===== config.mk =====
export PLATFORM = sky130hd
export DESIGN_NAME = mbcrc_engine
export DESIGN_NICKNAME = d
export VERILOG_FILES = /design/src/rtl/mbcrc_engine.sv
export SDC_FILE = /design/constraint.sdc
export NUM_CORES = 1
export LEC_CHECK = 0
export BUFFER_PORTS_ARGS = -buffer_cell sky130_fd_sc_hd__buf_2
export CORE_AREA = 10 10 75 77
export CTS_CLUSTER_DIAMETER = 100
export DETAILED_ROUTE_END_ITERATION = 16
export DIE_AREA = 0 0 85 87
export GPL_TIMING_DRIVEN = 1
export SLEW_MARGIN = 20
export SYNTH_ARGS = -nofsm -noshare
export SYNTH_HDL_FRONTEND = slang
export SYNTH_SLANG_ARGS = --single-unit

===== constraint.sdc =====
create_clock -name clk -period 1.7 [get_ports clk]
set_input_delay 0.255 -clock clk [delete_from_list [all_inputs] [get_ports clk]]
set_output_delay 0.255 -clock clk [all_outputs]
set_load 0.02 [all_outputs]

===== src/rtl/mbcrc_engine.sv =====
module mbcrc_engine #(
  parameter int CRC_W = 16,
  parameter int BYTE_W = 8,
  parameter logic [CRC_W-1:0] POLY = 16'hA001,
  parameter logic [CRC_W-1:0] INIT = 16'hFFFF
) (
  input  logic              clk,
  input  logic              rst_n,
  input  logic              clear,
  input  logic              in_valid,
  input  logic [BYTE_W-1:0] in_data,
  output logic              in_ready,
  input  logic              fin_req,
  output logic [CRC_W-1:0]  crc_out,
  output logic              crc_zero,
  output logic              tx_valid,
  output logic [BYTE_W-1:0] tx_data,
  input  logic              tx_ready
);
  localparam int CNT_W  = $clog2(BYTE_W + 1);
  localparam int NBYTES = CRC_W / BYTE_W;
  localparam int IDX_W  = (NBYTES > 1) ? $clog2(NBYTES) : 1;

  logic [CRC_W-1:0] crc;
  logic [CNT_W-1:0] bits_left;
  logic             tx_busy;
  logic [IDX_W-1:0] tx_idx;

  logic             idle, take, start_tx, tx_last;
  logic [CRC_W-1:0] shifted;

  assign idle     = (bits_left == '0) && !tx_busy;
  assign take     = in_valid && idle;
  assign start_tx = fin_req && idle && !in_valid;
  assign tx_last  = (tx_idx == IDX_W'(NBYTES - 1));
  assign shifted  = {1'b0, crc[CRC_W-1:1]} ^ (crc[0] ? POLY : '0);

  always_ff @(posedge clk or negedge rst_n) begin
    if (!rst_n) begin
      crc       <= INIT;
      bits_left <= '0;
      tx_busy   <= 1'b0;
      tx_idx    <= '0;
    end else if (clear) begin
      crc       <= INIT;
      bits_left <= '0;
      tx_busy   <= 1'b0;
      tx_idx    <= '0;
    end else begin
      if (bits_left != '0) begin
        crc       <= shifted;
        bits_left <= bits_left - 1'b1;
      end else if (take) begin
        crc       <= crc ^ CRC_W'(in_data);
        bits_left <= CNT_W'(BYTE_W);
      end
      if (start_tx) begin
        tx_busy <= 1'b1;
        tx_idx  <= '0;
      end else if (tx_busy && tx_ready) begin
        if (tx_last) begin
          tx_busy <= 1'b0;
          tx_idx  <= '0;
        end else begin
          tx_idx <= tx_idx + 1'b1;
        end
      end
    end
  end

  assign in_ready = idle;
  assign crc_out  = crc;
  assign crc_zero = (bits_left == '0) && (crc == '0);
  assign tx_valid = tx_busy;
  assign tx_data  = BYTE_W'(crc >> (int'(tx_idx) * BYTE_W));
endmodule



==> out/summary.log, run 1 <==
qor: outcome.run_status finished, violations left
qor: outcome.violations negative setup slack
qor: global_routing.first_global_vias 1,289
qor: die.top_level_ports 41
qor: sta.worst_slew_pin_slew 0.5344 ns
qor: die.die_area 7395 um^2
qor: die.num_rows 24
qor: power.worst_ir_drop_vdd 0.7679 mV
qor: power.power_density 1964 nW/um^2
qor: sta.grt_setup_unrepaired true
qor: routing.drt_wl_total 4137 um
qor: sta.final-setup-viol-count 8
qor: synth.yosys.area.top_type_share 30.97%
qor: synth.synth_adder_area_share 2.765%
qor: job.max_cap_viol_count 0
qor: sta.period_needed 1.926 ns
qor: place.post-dp-hpwl 2900 um
qor: power.cellLeakagePower 0.0007978 uW
qor: sta.final_critical_path_setup_slack -0.2263 ns
qor: die.die-width 85 um
qor: min_path.path_class_of_the_lowest_slack_min_delay_path input pin to flop
qor: die.starting_density_of_the_core 32.06%
qor: final_layout.fillerInstances 403
qor: setup_path.timing.critical_path.buf_inv 1
qor: setup_path.reg2reg_setup_slack -0.17 ns
qor: routing.detail_route.drc_violations 0
qor: synth.synth-warning-count 0
qor: sta.max_freq 519.1 MHz
qor: setup_path.path_cells or4_4 > nor4_2 > and4_2 > buf_6
qor: final_layout.combined_area_of_the_multi_input_logic_cells 716.9 um^2
qor: synth.post_synth_main_area_contributors sky130_fd_sc_hd__dfstp_2 (31%), sky130_fd_sc_hd__dfrtp_1 (11%), sky130_fd_sc_hd__mux2_2 (5.0%), sky130_fd_sc_hd__a211o_1 (4.5%), sky130_fd_sc_hd__o21ai_0 (2.9%)
qor: place.portBuffers 40
qor: cts.cts.reportedPaths.clkPinSlew 0.09 ns
qor: setup_path.critPathKind flop to output port
qor: setup_path.timing.critical_path.arrival 1.67 ns
qor: final_layout.layout.core_utilization 45.09%
qor: synth.synthFlopType sky130_fd_sc_hd__dfstp_2
qor: cts.clock_tree.htree_level_count 1
qor: synth.synth_compound_gate_area_share 18.06%
qor: synth.synth.area.mux_share 5.714%
qor: final_layout.layout_cells_sized_above_1 55.90%
qor: sta.fin_hold_viols 0
qor: final_layout.area_delta_synth_final 40.65%
qor: synth.cell_area_after_technology_mapping 1358 um^2
qor: setup_path.critical-path-top-delay-family simple AND/OR/NAND/NOR gates
qor: final_layout.layout.area.seq 571.8 um^2
qor: routing.ant_nets 0
qor: die.core 4234 um^2
qor: synth.ys_async_sr_fraction 100.0%
qor: sta.final_worst_path_period_share 113.3%
qor: final_layout.antenna_cells_inserted 0
qor: synth.synth_simple_gate_area_share 22.76%
qor: cts.clock_sink_count 22
qor: die.vert_die_dim 87 um
qor: global_routing.number_of_antenna_violations_at_the_first_check_in_global_routing 0
qor: sta.fin_worst_skew 0.004427 ns
qor: sta.holdWs 0.1975 ns
qor: global_routing.overflow_after_grt 0
qor: synth.synth_commonest_cells sky130_fd_sc_hd__dfstp_2 (16), sky130_fd_sc_hd__inv_1 (10), sky130_fd_sc_hd__o21ai_0 (8)
qor: routing.number_of_violations_reported_at_the_end_of_detailed_routing_iteration_0 38
qor: place.gp_congestion 0.8109
qor: routing.route.detailed.wl_per_inst 16.75 um
qor: routing.route.vias.total 1,269
qor: setup_path.critical_path_required 1.44 ns
qor: routing.drt_pre_antenna_iters 4
qor: setup_path.kind_of_end_point_of_the_critical_path output port
qor: synth.xor_xnor_cell_area_share_of_the_yosys_netlist 1.935%
qor: setup_path.slowest_delay 0.52 ns
qor: synth.synth_area_leader_cell sky130_fd_sc_hd__dfstp_2
qor: synth.seq_area_frac_synth 42.03%
qor: synth.post_synthesis_cell_count 131
qor: routing.viasPerCell 5.138
qor: setup_path.start_kind flop
qor: cts.cts_buffers 3
qor: setup_path.timing.critical_path.slowest_stage_cell sky130_fd_sc_hd__or4_4
qor: synth.post_synth.cell_area_avg 10.36 um^2
qor: cts.clock_path_buffers 2
qor: sta.timing_max_transition_violations_final 0
qor: global_routing.grt_start_max_net_pins 23
qor: synth.synthesis.nets 148
qor: setup_path.path_max_fanout 2
qor: final_layout.total_number_of_nets_in_the_final_design 213
qor: synth.yosys.cell_count.top_type sky130_fd_sc_hd__dfstp_2
qor: global_routing.grt_usage 10.07%
qor: synth.dominant_combinational_cell_family_by_area_after_synthesis simple AND/OR/NAND/NOR gates
qor: synth.yosys_register_bits 22
qor: synth.synth_edf_count 0
qor: sta.max_slew_margin 64.37%
qor: global_routing.grt_first_pass_wirelength 6147 um
qor: synth.synth_cell_types 43
qor: cts.insertion_delay 0.26 ns
qor: cts.clock_root_buffer sky130_fd_sc_hd__clkbuf_8
qor: cts.cts_tree done
==> repair_timing <==
item	4_1_cts	5_1_grt
gates resized for setup	4	15
gates cloned	0	1
pin swaps	0	9
endpoints found under the hold margin	6	0
buffers inserted	1	10
hold buffers	1	0
setup endpoints to repair	2	18
==> power by group <==
part           internal [uW]  switching [uW]
Sequential               794             236
Combinational           1220            1110
Clock                    207             180
==> final timing paths <==
kind	from	to	cells past startpoint
worst max-delay path	crc_out[8]$_DFFE_PN1P_	crc_zero	4
worst max register to register	bits_left[0]$_DFFE_PN0P_	bits_left[1]$_DFFE_PN0P_	10
worst min register to register	crc_out[4]$_DFFE_PN1P_	crc_out[4]$_DFFE_PN1P_	2
worst min-delay path	fin_req	tx_idx$_DFFE_PN0P_	2
min in group asynchronous	rst_n	tx_valid$_DFFE_PN0P_	2
max in group asynchronous	rst_n	tx_idx$_DFFE_PN0P_	2
==> layer usage <==
| metal | vias up | global-route usage, % | part of all wire (%) |
|---|---|---|---|
| li1 | 604 | - | - |
| met1 | 616 | 12.60 | 49 |
| met2 | 45 | 15.60 | 44 |
| met3 | 4 | 3.464 | 5.9 |
| met4 | 0 | 3.593 | 1.0 |
| met5 | - | 0 | 0 |
==> logic make-up after synthesis <==
family,after synthesis
multiplexers,7
AO/OA/AOI/OAI,34
XOR/XNOR,3
flip-flops,22
buffers and inverters,17
adder cells (fa/ha/maj),3
AND/OR/NAND/NOR,45
==> metrics by stage <==
stage	TNS [ns]	std cells	instance area [um^2]	setup WS, ns	power (uW)
CTS	-0.3318	237	1770	-0.2358	3273
global route	-1.577	247	1909	-0.2794	3981
global placement	0	231	1685	0.03674	2806
detailed placement	0	231	1685	0.03261	2820
finish	-0.6822	247	1909	-0.2263	3750
floorplan	0	131	1361	0.007949	2245
==> layout make-up <==
class	instances	share of cell area, %
flip-flops and latches	22	29.95
multi-input cells	92	37.55
well taps	52	3.408
repair buffers	67	24.25
inverters	10	1.966
clock buffers	4	2.883
==> layout by cell type, fill, tap and decap left out, types with 2 or more instances in the layout <==
cell,Yosys,final
sky130_fd_sc_hd__a211o_1,7,7
sky130_fd_sc_hd__a21oi_1,2,2
sky130_fd_sc_hd__a21oi_2,2,2
sky130_fd_sc_hd__a31oi_1,6,6
sky130_fd_sc_hd__and2b_1,4,4
sky130_fd_sc_hd__buf_2,1,39
sky130_fd_sc_hd__buf_4,0,18
sky130_fd_sc_hd__buf_6,2,6
sky130_fd_sc_hd__buf_8,1,2
sky130_fd_sc_hd__clkbuf_8,0,4
sky130_fd_sc_hd__dfrtp_1,6,5
sky130_fd_sc_hd__dfstp_2,16,16
sky130_fd_sc_hd__ha_1,3,2
sky130_fd_sc_hd__inv_1,10,8
sky130_fd_sc_hd__inv_2,0,2
sky130_fd_sc_hd__mux2_2,6,6
sky130_fd_sc_hd__nand2_1,4,4
sky130_fd_sc_hd__nand2b_1,4,4
sky130_fd_sc_hd__nand3_2,1,2
sky130_fd_sc_hd__nor2_1,4,4
sky130_fd_sc_hd__nor2b_1,4,3
sky130_fd_sc_hd__nor3_1,7,7
sky130_fd_sc_hd__nor4b_1,2,2
sky130_fd_sc_hd__o21ai_0,8,8
sky130_fd_sc_hd__o21ai_1,2,2
sky130_fd_sc_hd__o32a_1,2,2
sky130_fd_sc_hd__or3_1,6,6
sky130_fd_sc_hd__xor2_1,2,2
==> flip-flops by register name (all words and copies together), names as in the netlist <==
signal     count
crc_out       16
bits_left      4
tx_idx         1
tx_valid       1
Note: power is estimated with default switching activity, not from simulation.
==> run 2, diff against run 1 <==
--- a/config.mk
+++ b/config.mk
@@ -6,7 +6,9 @@
 export NUM_CORES = 1
 export LEC_CHECK = 0
 export BUFFER_PORTS_ARGS = -buffer_cell sky130_fd_sc_hd__buf_2
+export CAP_MARGIN = 20
 export CORE_AREA = 10 10 75 77
+export CTS_BUF_LIST = sky130_fd_sc_hd__clkbuf_16
 export CTS_CLUSTER_DIAMETER = 100
 export DETAILED_ROUTE_END_ITERATION = 16
 export DIE_AREA = 0 0 85 87
==> constraint.sdc (replaced) <==
create_clock -name clk -period 1.55 [get_ports clk]
set_input_delay 0.2325 -clock clk [delete_from_list [all_inputs] [get_ports clk]]
set_output_delay 0.2325 -clock clk [all_outputs]
set_load 0.02 [all_outputs]
==> run 2 against run 1 <==
  * The run still ends with negative setup slack left
  * Combinational power is 24% higher
  * Worst hold slack got worse by 0.0046 ns
  * Global-route usage increased by 1.1 points
  * Worst setup slack worse by 0.096 ns
  * Clock skew decreased by 0.0019 ns
  * Total power up 22%
  * Core utilization is 4.1 points higher
  * Critical path depth unchanged
  * Sequential power grew 8%
  * Clock power is 46% higher
  * Largest power group unchanged
  * Highest routed layer unchanged
==> out/summary.log, run 2 (synthesis gave the netlist of run 1 again) <==
qor: outcome.run_status finished, violations left
qor: routing.detail_route.drc_violations 0
qor: cts.cts.reportedPaths.clkPinSlew 0.06 ns
qor: routing.route.vias.total 1,337
qor: global_routing.overflow_after_grt 0
qor: setup_path.timing.critical_path.slowest_stage_cell sky130_fd_sc_hd__or4_4
qor: sta.final_worst_path_period_share 120.8%
qor: die.core 4234 um^2
qor: die.starting_density_of_the_core 32.06%
qor: sta.worst_slew_pin_slew 0.5097 ns
qor: routing.viasPerCell 5.123
qor: cts.clock_tree.htree_level_count 1
qor: sta.max_slew_margin 66.02%
qor: setup_path.reg2reg_setup_slack -0.06 ns
qor: setup_path.timing.critical_path.buf_inv 1
qor: place.gp_congestion 0.7700
qor: cts.clock_path_buffers 2
qor: final_layout.area_delta_synth_final 53.55%
qor: place.pre_cts_ws -0.1052 ns
qor: global_routing.met2_usage 16.83%
qor: place.post-dp-hpwl 2985 um
qor: setup_path.critical_path_required 1.32 ns
qor: sta.final-setup-viol-count 4
qor: final_layout.largest_register_ff_count 16
qor: sta.grt_setup_unrepaired true
qor: setup_path.path_max_fanout 2
qor: global_routing.global_route.usage.met1 14.40%
qor: routing.number_of_violations_reported_at_the_end_of_detailed_routing_iteration_0 43
qor: sta.tns -0.6713 ns
qor: global_routing.grt_first_pass_wirelength 6803 um
qor: sta.period_needed 1.873 ns
qor: setup_path.worst-r2r-cell-count 9
qor: cts.clock_sink_count 22
qor: global_routing.global_route.usage.met3 3.652%
qor: final_layout.most-common-layout-cells sky130_fd_sc_hd__buf_2 (38), sky130_fd_sc_hd__buf_4 (29), sky130_fd_sc_hd__dfstp_2 (16)
qor: die.die_area 7395 um^2
qor: cts.clock_root_buffer sky130_fd_sc_hd__clkbuf_16
qor: global_routing.number_of_antenna_violations_at_the_first_check_in_global_routing 0
qor: setup_path.crit-reg2reg-launch bits_left[0]$_DFFE_PN0P_
qor: final_layout.total_number_of_nets_in_the_final_design 227
qor: setup_path.timing.critical_path.arrival 1.64 ns
qor: routing.ant_nets 0
qor: place.post-place-cells 243
qor: final_layout.layout_cells_sized_above_1 59.81%
qor: final_layout.mostFrequentLayoutCell sky130_fd_sc_hd__buf_2
qor: setup_path.start_kind flop
qor: setup_path.path_cells or4_4 > nor4_4 > and4_4 > buf_6
qor: place.portBuffers 40
qor: global_routing.grt_usage 11.19%
qor: outcome.violations negative setup slack
qor: die.vert_die_dim 87 um
qor: routing.route.detailed.wl_per_inst 16.28 um
qor: job.max_cap_viol_count 0
qor: final_layout.finish.cell_count_without_fillers 261
qor: final_layout.antenna_cells_inserted 0
qor: sta.fin_worst_skew 0.002523 ns
qor: setup_path.origin_of_the_worst_setup_path crc_out[8]$_DFFE_PN1P_
qor: routing.drt_pre_antenna_iters 4
qor: setup_path.slowest_delay 0.54 ns
qor: setup_path.critical-path-top-delay-family simple AND/OR/NAND/NOR gates
qor: setup_path.worst-path-stages 4
qor: setup_path.cp-endpoint crc_zero
qor: min_path.path_class_of_the_lowest_slack_min_delay_path input pin to flop
qor: die.num_rows 24
qor: power.power_density 2192 nW/um^2
qor: setup_path.critPathKind flop to output port
qor: setup_path.r2r-end crc_out[12]$_DFFE_PN1P_
qor: sta.fin_hold_viols 0
qor: sta.max_freq 534.0 MHz
qor: sta.final_critical_path_setup_slack -0.3227 ns
qor: die.top_level_ports 41
qor: die.die-width 85 um
qor: power.cellLeakagePower 0.0008987 uW
qor: routing.drt_wl_total 4248 um
qor: cts.cts_buffers 3
qor: global_routing.grt_start_max_net_pins 23
qor: cts.cts_tree done
qor: global_routing.busiest_metal_layer_after_global_routing met2
qor: place.place_area 1797 um^2
qor: global_routing.first_global_vias 1,352
qor: sta.timing_max_transition_violations_final 0
qor: power.worst_ir_drop_vdd 1.031 mV
qor: cts.insertion_delay 0.26 ns
qor: final_layout.final_area 2085 um^2
qor: setup_path.kind_of_end_point_of_the_critical_path output port
run 2: worst min path at each step:
stage                     cells after the start                  endpoint  startpoint  slack, ns
after floorplan                               0  bits_left[0]$_DFFE_PN0P_       rst_n      -0.06
after global placement                        1      tx_valid$_DFFE_PN0P_       rst_n       0.23
after detailed placement                      1      tx_valid$_DFFE_PN0P_       rst_n       0.23
after CTS                                     2        tx_idx$_DFFE_PN0P_     fin_req       0.18
after global routing                          2        tx_idx$_DFFE_PN0P_     fin_req       0.20
final                                         2        tx_idx$_DFFE_PN0P_     fin_req       0.19
run 2: repair_timing:
| item | CTS | global route |
|---|---|---|
| gates resized for setup | 15 | 15 |
| pin swaps | 4 | 12 |
| endpoints found under the hold margin | 6 | 0 |
| hold buffers | 1 | 0 |
| buffers inserted | 6 | 9 |
| setup endpoints to repair | 22 | 25 |
run 2: area by class of cell:
type | count | area, um^2
fill | 387 | 2150
multi-input combinational | 92 | 750.7
timing repair buffer | 81 | 580.6
sequential | 22 | 571.8
clock buffer | 3 | 75.07
tap | 52 | 65.06
inverter | 10 | 37.54
clock inverter | 1 | 3.754
run 2: worst register-to-register path, cell delays in order (launching register included):
cell and delay (ns):
sky130_fd_sc_hd__dfrtp_1 0.38, sky130_fd_sc_hd__inv_2 0.08, sky130_fd_sc_hd__ha_4 0.13, sky130_fd_sc_hd__nor3b_4 0.23, sky130_fd_sc_hd__buf_6 0.15, sky130_fd_sc_hd__buf_12 0.12
sky130_fd_sc_hd__buf_8 0.11, sky130_fd_sc_hd__buf_6 0.10, sky130_fd_sc_hd__nor2b_1 0.04, sky130_fd_sc_hd__a211o_1 0.22
run 2: metal layers:
metal | share of wire, % | routed length [um] | vias up
li1 | - | - | 633
met1 | 46 | 1936 | 658
met2 | 46 | 1965 | 40
met3 | 6.5 | 274 | 6
met4 | 1.7 | 72 | 0
met5 | 0 | 0 | -
run 2: through the flow:
stage	total power [uW]	utilization (%)	hold WS, ns
final	4569	49.23	0.1929
after global routing	4876	49.23	0.1953
after CTS	4308	46.60	0.1823
after detailed placement	3418	42.44	0.2321
after global placement	3406	42.44	0.2337
after floorplan	2484	-	-0.06309
run 2: where the power goes:
part / internal [uW] / switching (uW)
registers: 872 / 238
clock network: 345 / 220
logic: 1580 / 1320
==> run 3, diff against run 2 <==
--- a/config.mk
+++ b/config.mk
@@ -7,11 +7,11 @@
 export LEC_CHECK = 0
 export BUFFER_PORTS_ARGS = -buffer_cell sky130_fd_sc_hd__buf_2
 export CAP_MARGIN = 20
-export CORE_AREA = 10 10 75 77
+export CORE_AREA = 8 8 73 75
 export CTS_BUF_LIST = sky130_fd_sc_hd__clkbuf_16
 export CTS_CLUSTER_DIAMETER = 100
 export DETAILED_ROUTE_END_ITERATION = 16
-export DIE_AREA = 0 0 85 87
+export DIE_AREA = 0 0 81 83
 export GPL_TIMING_DRIVEN = 1
 export SLEW_MARGIN = 20
 export SYNTH_ARGS = -nofsm -noshare
==> run 3 against run 2 <==
  * Sequential power barely moved
  * Highest routed layer unchanged
  * Critical endpoint unchanged
  * Count of clock-buffer cells in the layout unchanged
  * Sequential share of layout area barely moved
  * Via count down 1.0%
  * Combinational power fell by 4%
  * The run still ends with negative setup slack left
  * Cell area decreased by 0.12%
==> out/summary.log, run 3 (synthesis gave the netlist of run 1 again) <==
qor: routing.ant_nets 0
qor: setup_path.crit-reg2reg-launch bits_left[1]$_DFFE_PN0P_
qor: final_layout.area_delta_synth_final 53.36%
qor: cts.cts_tree done
qor: die.vert_die_dim 83 um
qor: setup_path.start_kind flop
qor: global_routing.grt_usage 12.33%
qor: sta.timing_max_transition_violations_final 0
qor: final_layout.largest_register_ff_count 16
qor: global_routing.first_global_vias 1,289
qor: place.post-place-cells 238
qor: die.die_area 6723 um^2
qor: die.core 4204 um^2
qor: sta.max_freq 528.1 MHz
qor: power.comb_power_share 60.1%
qor: routing.drt_pre_antenna_iters 4
qor: setup_path.path_max_fanout 2
qor: global_routing.met2_usage 20.88%
qor: outcome.violations negative setup slack
qor: final_layout.finish.cell_count_without_fillers 255
qor: final_layout.mostFrequentLayoutCell sky130_fd_sc_hd__buf_2
qor: final_layout.most-common-layout-cells sky130_fd_sc_hd__buf_2 (36), sky130_fd_sc_hd__buf_4 (26), sky130_fd_sc_hd__dfstp_2 (16)
qor: cts.clock_root_buffer sky130_fd_sc_hd__clkbuf_16
qor: setup_path.worst-r2r-cell-count 9
qor: routing.detail_route.drc_violations 0
qor: global_routing.overflow_after_grt 0
qor: sta.period_needed 1.893 ns
qor: job.max_cap_viol_count 0
qor: sta.worst_slew_pin_slew 0.5092 ns
qor: min_path.min_delay_path_depth 2
qor: sta.fin_worst_skew 0.005261 ns
qor: place.gp_congestion 0.8101
qor: place.pre_cts_ws -0.08961 ns
qor: setup_path.critPathKind flop to output port
qor: sta.final_worst_path_period_share 122.2%
qor: global_routing.global_route.usage.met1 14.70%
qor: routing.viasPerCell 5.188
qor: cts.insertion_delay 0.26 ns
qor: place.post-dp-hpwl 2976 um
qor: global_routing.busiest_metal_layer_after_global_routing met2
qor: global_routing.number_of_antenna_violations_at_the_first_check_in_global_routing 0
qor: final_layout.layout.core_utilization 49.52%
qor: sta.final-setup-viol-count 11
qor: routing.route.detailed.wl_per_inst 16.72 um
qor: final_layout.layout_cells_sized_above_1 60.59%
qor: final_layout.antenna_cells_inserted 0
qor: sta.grt_setup_unrepaired true
qor: routing.route.vias.total 1,323
qor: final_layout.total_number_of_nets_in_the_final_design 221
qor: die.starting_density_of_the_core 32.29%
qor: setup_path.timing.critical_path.arrival 1.66 ns
qor: setup_path.kind_of_end_point_of_the_critical_path output port
qor: global_routing.grt_start_max_net_pins 23
qor: global_routing.global_route.usage.met3 1.940%
qor: routing.number_of_violations_reported_at_the_end_of_detailed_routing_iteration_0 58
qor: setup_path.origin_of_the_worst_setup_path crc_out[8]$_DFFE_PN1P_
qor: cts.cts.reportedPaths.clkPinSlew 0.06 ns
qor: power.switching_power 1746 uW
qor: global_routing.grt_first_pass_wirelength 6699 um
qor: power.internal_power 2862 uW
qor: die.num_rows 24
qor: outcome.run_status finished, violations left
qor: cts.clock_sink_count 22
qor: die.die-width 81 um
qor: setup_path.critical_path_required 1.32 ns
qor: power.cellLeakagePower 0.0008849 uW
qor: sta.max_slew_margin 66.05%
qor: cts.clock_path_buffers 2
qor: min_path.hold_path.startpoint fin_req
qor: cts.clock_tree.htree_level_count 1
qor: sta.fin_hold_viols 0
qor: power.power.total 4608 uW
qor: sta.final_critical_path_setup_slack -0.3434 ns
qor: place.portBuffers 40
qor: routing.drt_wl_total 4263 um
qor: power.sequentialPowerShare 24.0%
qor: power.p_clk_share 16.0%
qor: power.switching_power_share_of_the_total 37.89%
qor: power.worst_ir_drop_vdd 0.5709 mV
qor: die.top_level_ports 41
qor: power.power_density 2213 nW/um^2
qor: cts.cts_buffers 3
qor: min_path.path_class_of_the_lowest_slack_min_delay_path input pin to flop
-- run 3: cell count changes in the layout (fill, tap and decap cells not counted), sizes merged --
| cell | previous run | this run |
|---|---|---|
| buf | 80 | 73 |
| bufinv | 0 | 1 |
| clkbuf | 3 | 4 |
| clkinv | 1 | 0 |
-- run 3: per-layer routing --
layer / vias to the layer above / wire (um)
met3: 7 / 303
met5: - / 0
met4: 0 / 77
li1: 626 / -
met2: 51 / 2193
met1: 639 / 1689
-- run 3: worst paths after layout --
| check | end | slack (ns) |
|---|---|---|
| worst max-delay path | crc_zero | -0.34 |
| worst max register to register | crc_out[14]$_DFFE_PN1P_ | -0.11 |
| worst min-delay path | tx_idx$_DFFE_PN0P_ | 0.18 |
| max in group asynchronous | tx_idx$_DFFE_PN0P_ | 0.71 |
| worst min register to register | crc_out[4]$_DFFE_PN1P_ | 0.56 |
| min in group asynchronous | bits_left[0]$_DFFE_PN0P_ | 0.47 |
-- run 3: repair_timing --
item,4_1_cts,5_1_grt
endpoints found under the setup margin,16,22
gates cloned,0,1
resized for setup,15,17
buffers inserted,7,6
hold buffers,1,0
hold endpoints to repair,6,0
pin swaps,3,2
-- run 3: power groups by stage --
| stage | registers, uW | clock network (uW) | logic [uW] |
|---|---|---|---|
| floorplan | 1270 | 0 | 1210 |
| global placement | 1080 | 0 | 2130 |
| detailed placement | 1090 | 0 | 2170 |
| CTS | 1090 | 750 | 2450 |
| global route | 1140 | 775 | 2970 |
| finish | 1100 | 736 | 2770 |
-- run 3: per-stage QoR --
stage               setup TNS [ns]  hold slack [ns]  cell area [um^2]
CTS                        -0.6018           0.1838              1952
global placement           -0.2549           0.2261              1747
finish                     -0.9578           0.1840              2082
global route                -2.386           0.1942              2082
floorplan                  -0.1292         -0.06309              1370
detailed placement         -0.4685           0.2276              1747
-- run 3: cell type report --
class	count	area, um^2
clock inverters	1	30.03
fillers	389	2122
inverters	10	37.54
repair buffers	75	538.0
well taps	52	65.06
clock buffers	3	75.07
flip-flops and latches	22	571.8
multi-input cells	92	764.5
-- run 3: critical path, cell delays in order (launching register included) --
cell and delay, ns:
sky130_fd_sc_hd__dfstp_2 0.36, sky130_fd_sc_hd__or4_4 0.54, sky130_fd_sc_hd__nor4_4 0.14, sky130_fd_sc_hd__and4_4 0.25, sky130_fd_sc_hd__buf_6 0.11
